## config.mk

```make
export PLATFORM = sky130hd
export DESIGN_NAME = cfgbank_top
export DESIGN_NICKNAME = d
export VERILOG_FILES = /design/src/rtl/cfgbank_pkg.sv /design/src/rtl/cfgbank_decode.sv /design/src/rtl/cfgbank_once_reg.sv /design/src/rtl/cfgbank_lockreg.sv /design/src/rtl/cfgbank_top.sv
export SDC_FILE = /design/constraint.sdc
export NUM_CORES = 1
export LEC_CHECK = 0
export BUFFER_PORTS_ARGS = -buffer_cell sky130_fd_sc_hd__buf_4
export CAP_MARGIN = 30
export CORE_MARGIN = 10
export CORE_UTILIZATION = 54
export CTS_CLUSTER_DIAMETER = 100
export CTS_CLUSTER_SIZE = 8
export DETAILED_ROUTE_END_ITERATION = 8
export GPL_TIMING_DRIVEN = 0
export PLACE_DENSITY = 0.86
export SETUP_SLACK_MARGIN = 0.3
export SLEW_MARGIN = 20
export SYNTH_ARGS = -nofsm -noshare
export SYNTH_HDL_FRONTEND = slang
export SYNTH_SLANG_ARGS = --single-unit
```

## constraint.sdc

```tcl
create_clock -name clk -period 5 [get_ports clk]
set_clock_uncertainty 0.2 [all_clocks]
set_input_delay 1.5 -clock clk [delete_from_list [all_inputs] [get_ports clk]]
set_output_delay 1.5 -clock clk [all_outputs]
set_load 0.02 [all_outputs]
```

## src/rtl/cfgbank_pkg.sv

```systemverilog
package cfgbank_pkg;
  localparam int WORD_ID_LO = 0;
  localparam int WORD_ID_HI = 1;
  localparam int WORD_REV   = 2;
  localparam int WORD_TRIM  = 3;
  localparam int WORD_HOLD  = 4;
  localparam int WORD_CAP   = 5;
  localparam int NUM_WORDS  = 6;

  localparam logic [7:0] CLASS_ID  = 8'h06;
  localparam logic [7:0] FAMILY_ID = 8'h05;

  localparam logic [1:0] CAP_MODE_GUARDED = 2'b01;
endpackage

```

## src/rtl/cfgbank_decode.sv

```systemverilog
module cfgbank_decode #(
  parameter int AW = 4,
  parameter int N  = 6
) (
  input  logic [AW-1:0] addr_i,
  output logic [N-1:0]  sel_o
);
  for (genvar k = 0; k < N; k++) begin : g_sel
    assign sel_o[k] = (addr_i == AW'(k));
  end
endmodule

```

## src/rtl/cfgbank_once_reg.sv

```systemverilog
module cfgbank_once_reg #(
  parameter int W            = 16,
  parameter bit NONZERO_ARMS = 1'b0
) (
  input  logic         clk,
  input  logic         rst,
  input  logic         wr_i,
  input  logic [W-1:0] wdata_i,
  output logic [W-1:0] value_o
);
  logic         used_q;
  logic [W-1:0] val_q;
  logic         take;

  if (NONZERO_ARMS) begin : g_setonce
    assign take = wr_i & ~used_q & (|wdata_i);
  end else begin : g_wronce
    assign take = wr_i & ~used_q;
  end

  always_ff @(posedge clk) begin
    if (rst) begin
      used_q <= 1'b0;
      val_q  <= '0;
    end else if (take) begin
      used_q <= 1'b1;
      val_q  <= wdata_i;
    end
  end

  assign value_o = val_q;

  // once consumed, value holds until reset
  a_r3_r4_once_hold: assert property (@(posedge clk) disable iff (rst)
    used_q |=> $stable(val_q));
endmodule

```

## src/rtl/cfgbank_lockreg.sv

```systemverilog
module cfgbank_lockreg #(
  parameter int TYPE_W = 2
) (
  input  logic              clk,
  input  logic              rst,
  input  logic              wr_i,
  input  logic              lock_wdata_i,
  input  logic [TYPE_W-1:0] type_wdata_i,
  output logic              lock_o,
  output logic [TYPE_W-1:0] type_o
);
  logic              lock_q;
  logic [TYPE_W-1:0] type_q;
  logic              take;

  assign take = wr_i & ~lock_q;

  always_ff @(posedge clk) begin
    if (rst) begin
      lock_q <= 1'b0;
      type_q <= '0;
    end else if (take) begin
      type_q <= type_wdata_i;
      if (lock_wdata_i) lock_q <= 1'b1;
    end
  end

  assign lock_o = lock_q;
  assign type_o = type_q;

  a_r8_lock_sticky: assert property (@(posedge clk) disable iff (rst)
    lock_q |=> lock_q);
  a_r8_frozen_type: assert property (@(posedge clk) disable iff (rst)
    lock_q |=> $stable(type_q));
endmodule

```

## src/rtl/cfgbank_top.sv

```systemverilog
module cfgbank_top
  import cfgbank_pkg::*;
#(
  parameter int AW       = 4,
  parameter int DW       = 32,
  parameter int REV_W    = 16,
  parameter int TRIM_W   = 16,
  parameter int HOLD_W   = 8,
  parameter int LOCK_BIT = 15,
  parameter int TYPE_W   = 2
) (
  input  logic              clk,
  input  logic              por_i,
  input  logic              ext_i,
  input  logic              sys_i,
  input  logic              unlock_i,
  input  logic              rd_en_i,
  input  logic              wr_en_i,
  input  logic [AW-1:0]     addr_i,
  input  logic [DW-1:0]     wdata_i,
  output logic [DW-1:0]     rdata_o,
  output logic              rvalid_o,
  input  logic [7:0]        part_num_i,
  input  logic [2:0]        pkg_code_i,
  input  logic [1:0]        grade_i,
  input  logic [1:0]        variant_i,
  output logic [HOLD_W-1:0] periph_hold_o,
  output logic              cap_protected_o
);
  localparam int N = NUM_WORDS;

  logic rst_ext_dom, rst_sys_dom;
  assign rst_ext_dom = por_i | ext_i;
  assign rst_sys_dom = rst_ext_dom | sys_i;

  logic [N-1:0] sel;
  cfgbank_decode #(.AW(AW), .N(N)) u_dec (.addr_i(addr_i), .sel_o(sel));

  logic [N-1:0] wr_sel;
  assign wr_sel = {N{wr_en_i}} & sel;

  logic [REV_W-1:0]  rev_val;
  logic [TRIM_W-1:0] trim_val;

  cfgbank_once_reg #(.W(REV_W), .NONZERO_ARMS(1'b0)) u_rev (
    .clk(clk), .rst(rst_ext_dom), .wr_i(wr_sel[WORD_REV]),
    .wdata_i(wdata_i[REV_W-1:0]), .value_o(rev_val));

  cfgbank_once_reg #(.W(TRIM_W), .NONZERO_ARMS(1'b1)) u_trim (
    .clk(clk), .rst(rst_ext_dom), .wr_i(wr_sel[WORD_TRIM]),
    .wdata_i(wdata_i[TRIM_W-1:0]), .value_o(trim_val));

  logic [HOLD_W-1:0] hold_q;
  always_ff @(posedge clk) begin
    if (rst_sys_dom) hold_q <= '0;
    else if (wr_sel[WORD_HOLD] && unlock_i) hold_q <= wdata_i[HOLD_W-1:0];
  end
  assign periph_hold_o = hold_q;

  logic              cap_lock;
  logic [TYPE_W-1:0] cap_type;
  cfgbank_lockreg #(.TYPE_W(TYPE_W)) u_cap (
    .clk(clk), .rst(rst_sys_dom),
    .wr_i(wr_sel[WORD_CAP] & unlock_i),
    .lock_wdata_i(wdata_i[LOCK_BIT]),
    .type_wdata_i(wdata_i[TYPE_W-1:0]),
    .lock_o(cap_lock), .type_o(cap_type));
  assign cap_protected_o = (cap_type == CAP_MODE_GUARDED);

  logic [DW-1:0] words [N];
  assign words[WORD_ID_LO] = DW'({17'b0, variant_i, 2'b0, pkg_code_i, grade_i, 6'b0});
  assign words[WORD_ID_HI] = DW'({CLASS_ID, part_num_i, FAMILY_ID, 8'h00});
  assign words[WORD_REV]   = DW'(rev_val);
  assign words[WORD_TRIM]  = DW'(trim_val);
  assign words[WORD_HOLD]  = DW'(hold_q);
  assign words[WORD_CAP]   = DW'({cap_lock, {(LOCK_BIT-TYPE_W){1'b0}}, cap_type});

  logic [DW-1:0] rd_mux;
  always_comb begin
    rd_mux = '0;
    for (int k = 0; k < N; k++) begin
      if (sel[k]) rd_mux = words[k];
    end
  end

  always_ff @(posedge clk) begin
    if (rst_sys_dom) begin
      rdata_o  <= '0;
      rvalid_o <= 1'b0;
    end else begin
      rvalid_o <= rd_en_i;
      if (rd_en_i) rdata_o <= rd_mux;
    end
  end

  a_r2_read_latency: assert property (@(posedge clk) disable iff (rst_sys_dom)
    rd_en_i |=> rvalid_o);
  a_r5_hold_guard: assert property (@(posedge clk) disable iff (rst_sys_dom)
    !unlock_i |=> $stable(hold_q));
  a_r5_cap_guard: assert property (@(posedge clk) disable iff (rst_sys_dom)
    !unlock_i |=> $stable(cap_type));
  a_r9_decode_onehot: assert property (@(posedge clk) disable iff (por_i)
    $onehot0(sel));
endmodule

```

==> results.sh <==
export IMPL_critPathKind="primary input to flop"
export IMPL_seqPwrFrac_pct=50.9
export IMPL_max_cap_violations=0
export IMPL_power_density_nw_per_um2=284
export IMPL_max_stage_delay_ns=0.58
export IMPL_core_rowCount=27
export IMPL_yosysMostFrequentCell="dfxtp_1"
export IMPL_ctsHoldBuffers=0
export IMPL_fin_crit_ns=3.17
export IMPL_netlist_instances=338
export IMPL_place_ws_ns=1.64
export IMPL_finalWirelength_mm=8.83
export IMPL_pwr_share_clk_pct=40.1
export IMPL_place_port_buffers=74
export IMPL_area_growth_pct=28.0
export IMPL_grt_pass1_wl_mm=14.0
export IMPL_synth_common_cells="71 x dfxtp_1, 45 x nor2_1, 35 x o21ai_0, 28 x a21oi_1, 28 x mux2i_1"
export IMPL_cp_max_fo=10
export IMPL_post_cts_buffers=0
export IMPL_clkSinkCount=71
export IMPL_ys_ff_latch=71
export IMPL_ys_warn_count=0
export IMPL_antenna_found_initial=0
export IMPL_cp_cell_sequence="buf_4, nor4_1, nand4_1, clkbuf_1, nand3_1, a21oi_1"
export IMPL_synth_top_cells_by_area="dfxtp_1 46%, mux2i_1 9.1%, o21ai_0 5.7%"
export IMPL_hold_class="flop to flop"
export IMPL_synth_area_sq_um=3080
export IMPL_cts_made_buffers=9
export IMPL_clk_pin_slew_ns=0.07
export IMPL_nets=486
export IMPL_grt_pass1_vias=2794
export IMPL_dieArea_sq_um=9130
export IMPL_die_w_um=95.5
export IMPL_drive_above_1_share_pct=28.4
export IMPL_finalHoldViolations=0
export IMPL_async_flop_share_pct=0
export IMPL_syn_area_per_cell_sq_um=9.12
export IMPL_synthFlopType="dfxtp_1"
export IMPL_critPathCaptureType="flop"
export IMPL_slew_viol_final=0
export IMPL_ioPinCount=100
export IMPL_vias=2889
export IMPL_slowest_stage="nor4_1"
export IMPL_synth_top_area_cell="dfxtp_1"
export IMPL_slew_headroom_pct=53.7
export IMPL_cp_buffers_inverters=2
export IMPL_finalWorstSetupSlack_ns=1.83
export IMPL_critPathTopFamily="simple AND/OR/NAND/NOR gates"
export IMPL_clock_latency_ns=0.34
export IMPL_place_congestion=0.795
export IMPL_track_usage_pct=19.3
export IMPL_grt_max_degree=14
export IMPL_overflow=0
export IMPL_ctsResizeCount=0
export IMPL_power_frac_comb_pct=9.0
export IMPL_power_switching_w=0.000275
export IMPL_synthDistinctLibCells=44
export IMPL_rsz0062_at_grt="false"
export IMPL_cp_required_ns=5.01
export IMPL_drt_pass1_iter_count=5
export IMPL_synthAdderAreaFrac_pct=0
export IMPL_hpwl_mm=6.65
export IMPL_ir_drop_v=0.000175
export IMPL_setup_violations=0
export IMPL_p_leak_nw=1.61
export IMPL_status="finished clean"
export IMPL_htreeDepth=3
export IMPL_synth_compound_area_share_pct=18.4
export IMPL_synthXorXnorAreaFrac_pct=0
export IMPL_fin_crit_sh_pct=63.5
export IMPL_synth_simple_area_share_pct=19.0
export IMPL_switching_share_pct=24.6
export IMPL_ys_seq_area_share_pct=46.1
export IMPL_synth_edf_count=0
export IMPL_insertedDiodeCount=0
export IMPL_cts_tree="yes"
export IMPL_critPathLaunchType="primary input"
export IMPL_drc=0
export IMPL_start_util_pct=56.0
export IMPL_finalNonFillerCells=505
export IMPL_drtIter0Drc=171
export IMPL_max_freq_mhz=315
export IMPL_wl_per_cell_um=17.5
export IMPL_setup_tns_final_ns=0
export IMPL_muxShareOfSynthArea_pct=9.83
export IMPL_yosysTopAreaCellShare_pct=46.1
export IMPL_dpl_cell_count=489
export IMPL_cts_root_buf="clkbuf_8"
export IMPL_worstMarginPinSlew_ns=0.693
export IMPL_die_y_um=95.5
export IMPL_ant_nets=0
export IMPL_synth_top_family_by_area="simple AND/OR/NAND/NOR gates"
export IMPL_p_int_w=0.000843
export IMPL_post_drt_via_cell_ratio=5.72
export IMPL_cp_arrival_ns=3.18
export IMPL_clockBufferDepth=2
export IMPL_core_area_sq_um=5510
==> through the flow <==
step / area [sq um] / total power (W) / hold slack (ns) / utilization, %
after global placement: 3750 / 0.000678 / 0.240 / 68.0
after floorplan: 3100 / 0.000636 / 0.228 / -
after detailed placement: 3750 / 0.000680 / 0.248 / 68.0
after CTS: 3940 / 0.00112 / 0.265 / 71.6
after global routing: 3940 / 0.00115 / 0.296 / 71.6
final: 3940 / 0.00112 / 0.260 / 71.6
==> registers in the layout (all words and copies together) (netlist names) <==
| signal | count |
|---|---|
| periph_hold_o | 8 |
| rdata_o | 25 |
| rvalid_o | 1 |
| u_cap.lock_o | 1 |
| u_cap.type_o | 2 |
| u_rev.used_q | 1 |
| u_rev.value_o | 16 |
| u_trim.used_q | 1 |
| u_trim.value_o | 16 |
==> power groups by stage <==
stage / combinational (W) / clock (W) / sequential (W)
floorplan: 0.0000520 / 0 / 0.000584
global placement: 0.0000960 / 0 / 0.000582
detailed placement: 0.0000980 / 0 / 0.000582
CTS: 0.0000989 / 0.000450 / 0.000569
global route: 0.000108 / 0.000474 / 0.000569
finish: 0.000100 / 0.000449 / 0.000569
==> logic make-up (layout without fill, tap and decap cells) <==
family / Yosys count / in the layout
other cells: 1 / 6
mux: 30 / 30
buf+inv: 35 / 125
simple gates: 106 / 106
flops: 71 / 71
compound gates: 95 / 95
==> placed cells by master, fill, tap and decap left out, types with 8 or more instances in the layout <==
cell type | Yosys | routed
nand3_1 | 16 | 16
clkbuf_8 | 0 | 9
o21ai_0 | 35 | 35
nor2_1 | 45 | 45
dfxtp_1 | 71 | 71
a22oi_1 | 8 | 8
buf_4 | 9 | 83
clkbuf_1 | 11 | 11
a21oi_1 | 28 | 28
mux2i_1 | 28 | 28
nand2_1 | 15 | 15
buf_2 | 9 | 9
==> layer usage <==
| metal | share of wire, % | GRT usage [%] | vias up |
|---|---|---|---|
| li1 | - | - | 1389 |
| met1 | 40 | 22.6 | 1336 |
| met2 | 48 | 32.7 | 137 |
| met3 | 8.8 | 4.63 | 27 |
| met4 | 2.7 | 8.35 | 0 |
| met5 | 0 | 0 | - |
==> area by class of cell <==
| class | count | area [sq um] |
|---|---|---|
| inverter | 2 | 7.51 |
| clock inverter | 7 | 73.8 |
| fill | 421 | 1560 |
| buffer | 33 | 193 |
| timing repair buffer | 74 | 556 |
| clock buffer | 9 | 124 |
| multi-input combinational | 237 | 1480 |
| tap | 72 | 90.1 |
| sequential | 71 | 1420 |
==> final timing paths <==
check | from | end | slack (ns) | cells past startpoint
worst max-delay path | wdata_i[2] | u_trim.value_o[2]$_SDFFE_PP0P_ | 1.83 | 6
worst min-delay path | rdata_o[5]$_SDFFE_PP0P_ | rdata_o[5]$_SDFFE_PP0P_ | 0.26 | 2
worst max register to register | u_rev.used_q$_SDFFE_PP0P_ | u_rev.value_o[9]$_SDFFE_PP0P_ | 3.39 | 5
worst min register to register | rdata_o[5]$_SDFFE_PP0P_ | rdata_o[5]$_SDFFE_PP0P_ | 0.26 | 2
==> worst register-to-register path, cell delays in order (launching register included) <==
cell and delay [ns]:
dfxtp_1 0.33, nand3b_1 0.10, buf_2 0.22, buf_4 0.26
mux2i_1 0.28, nor2_1 0.08
(Power assumes the default switching activity.)
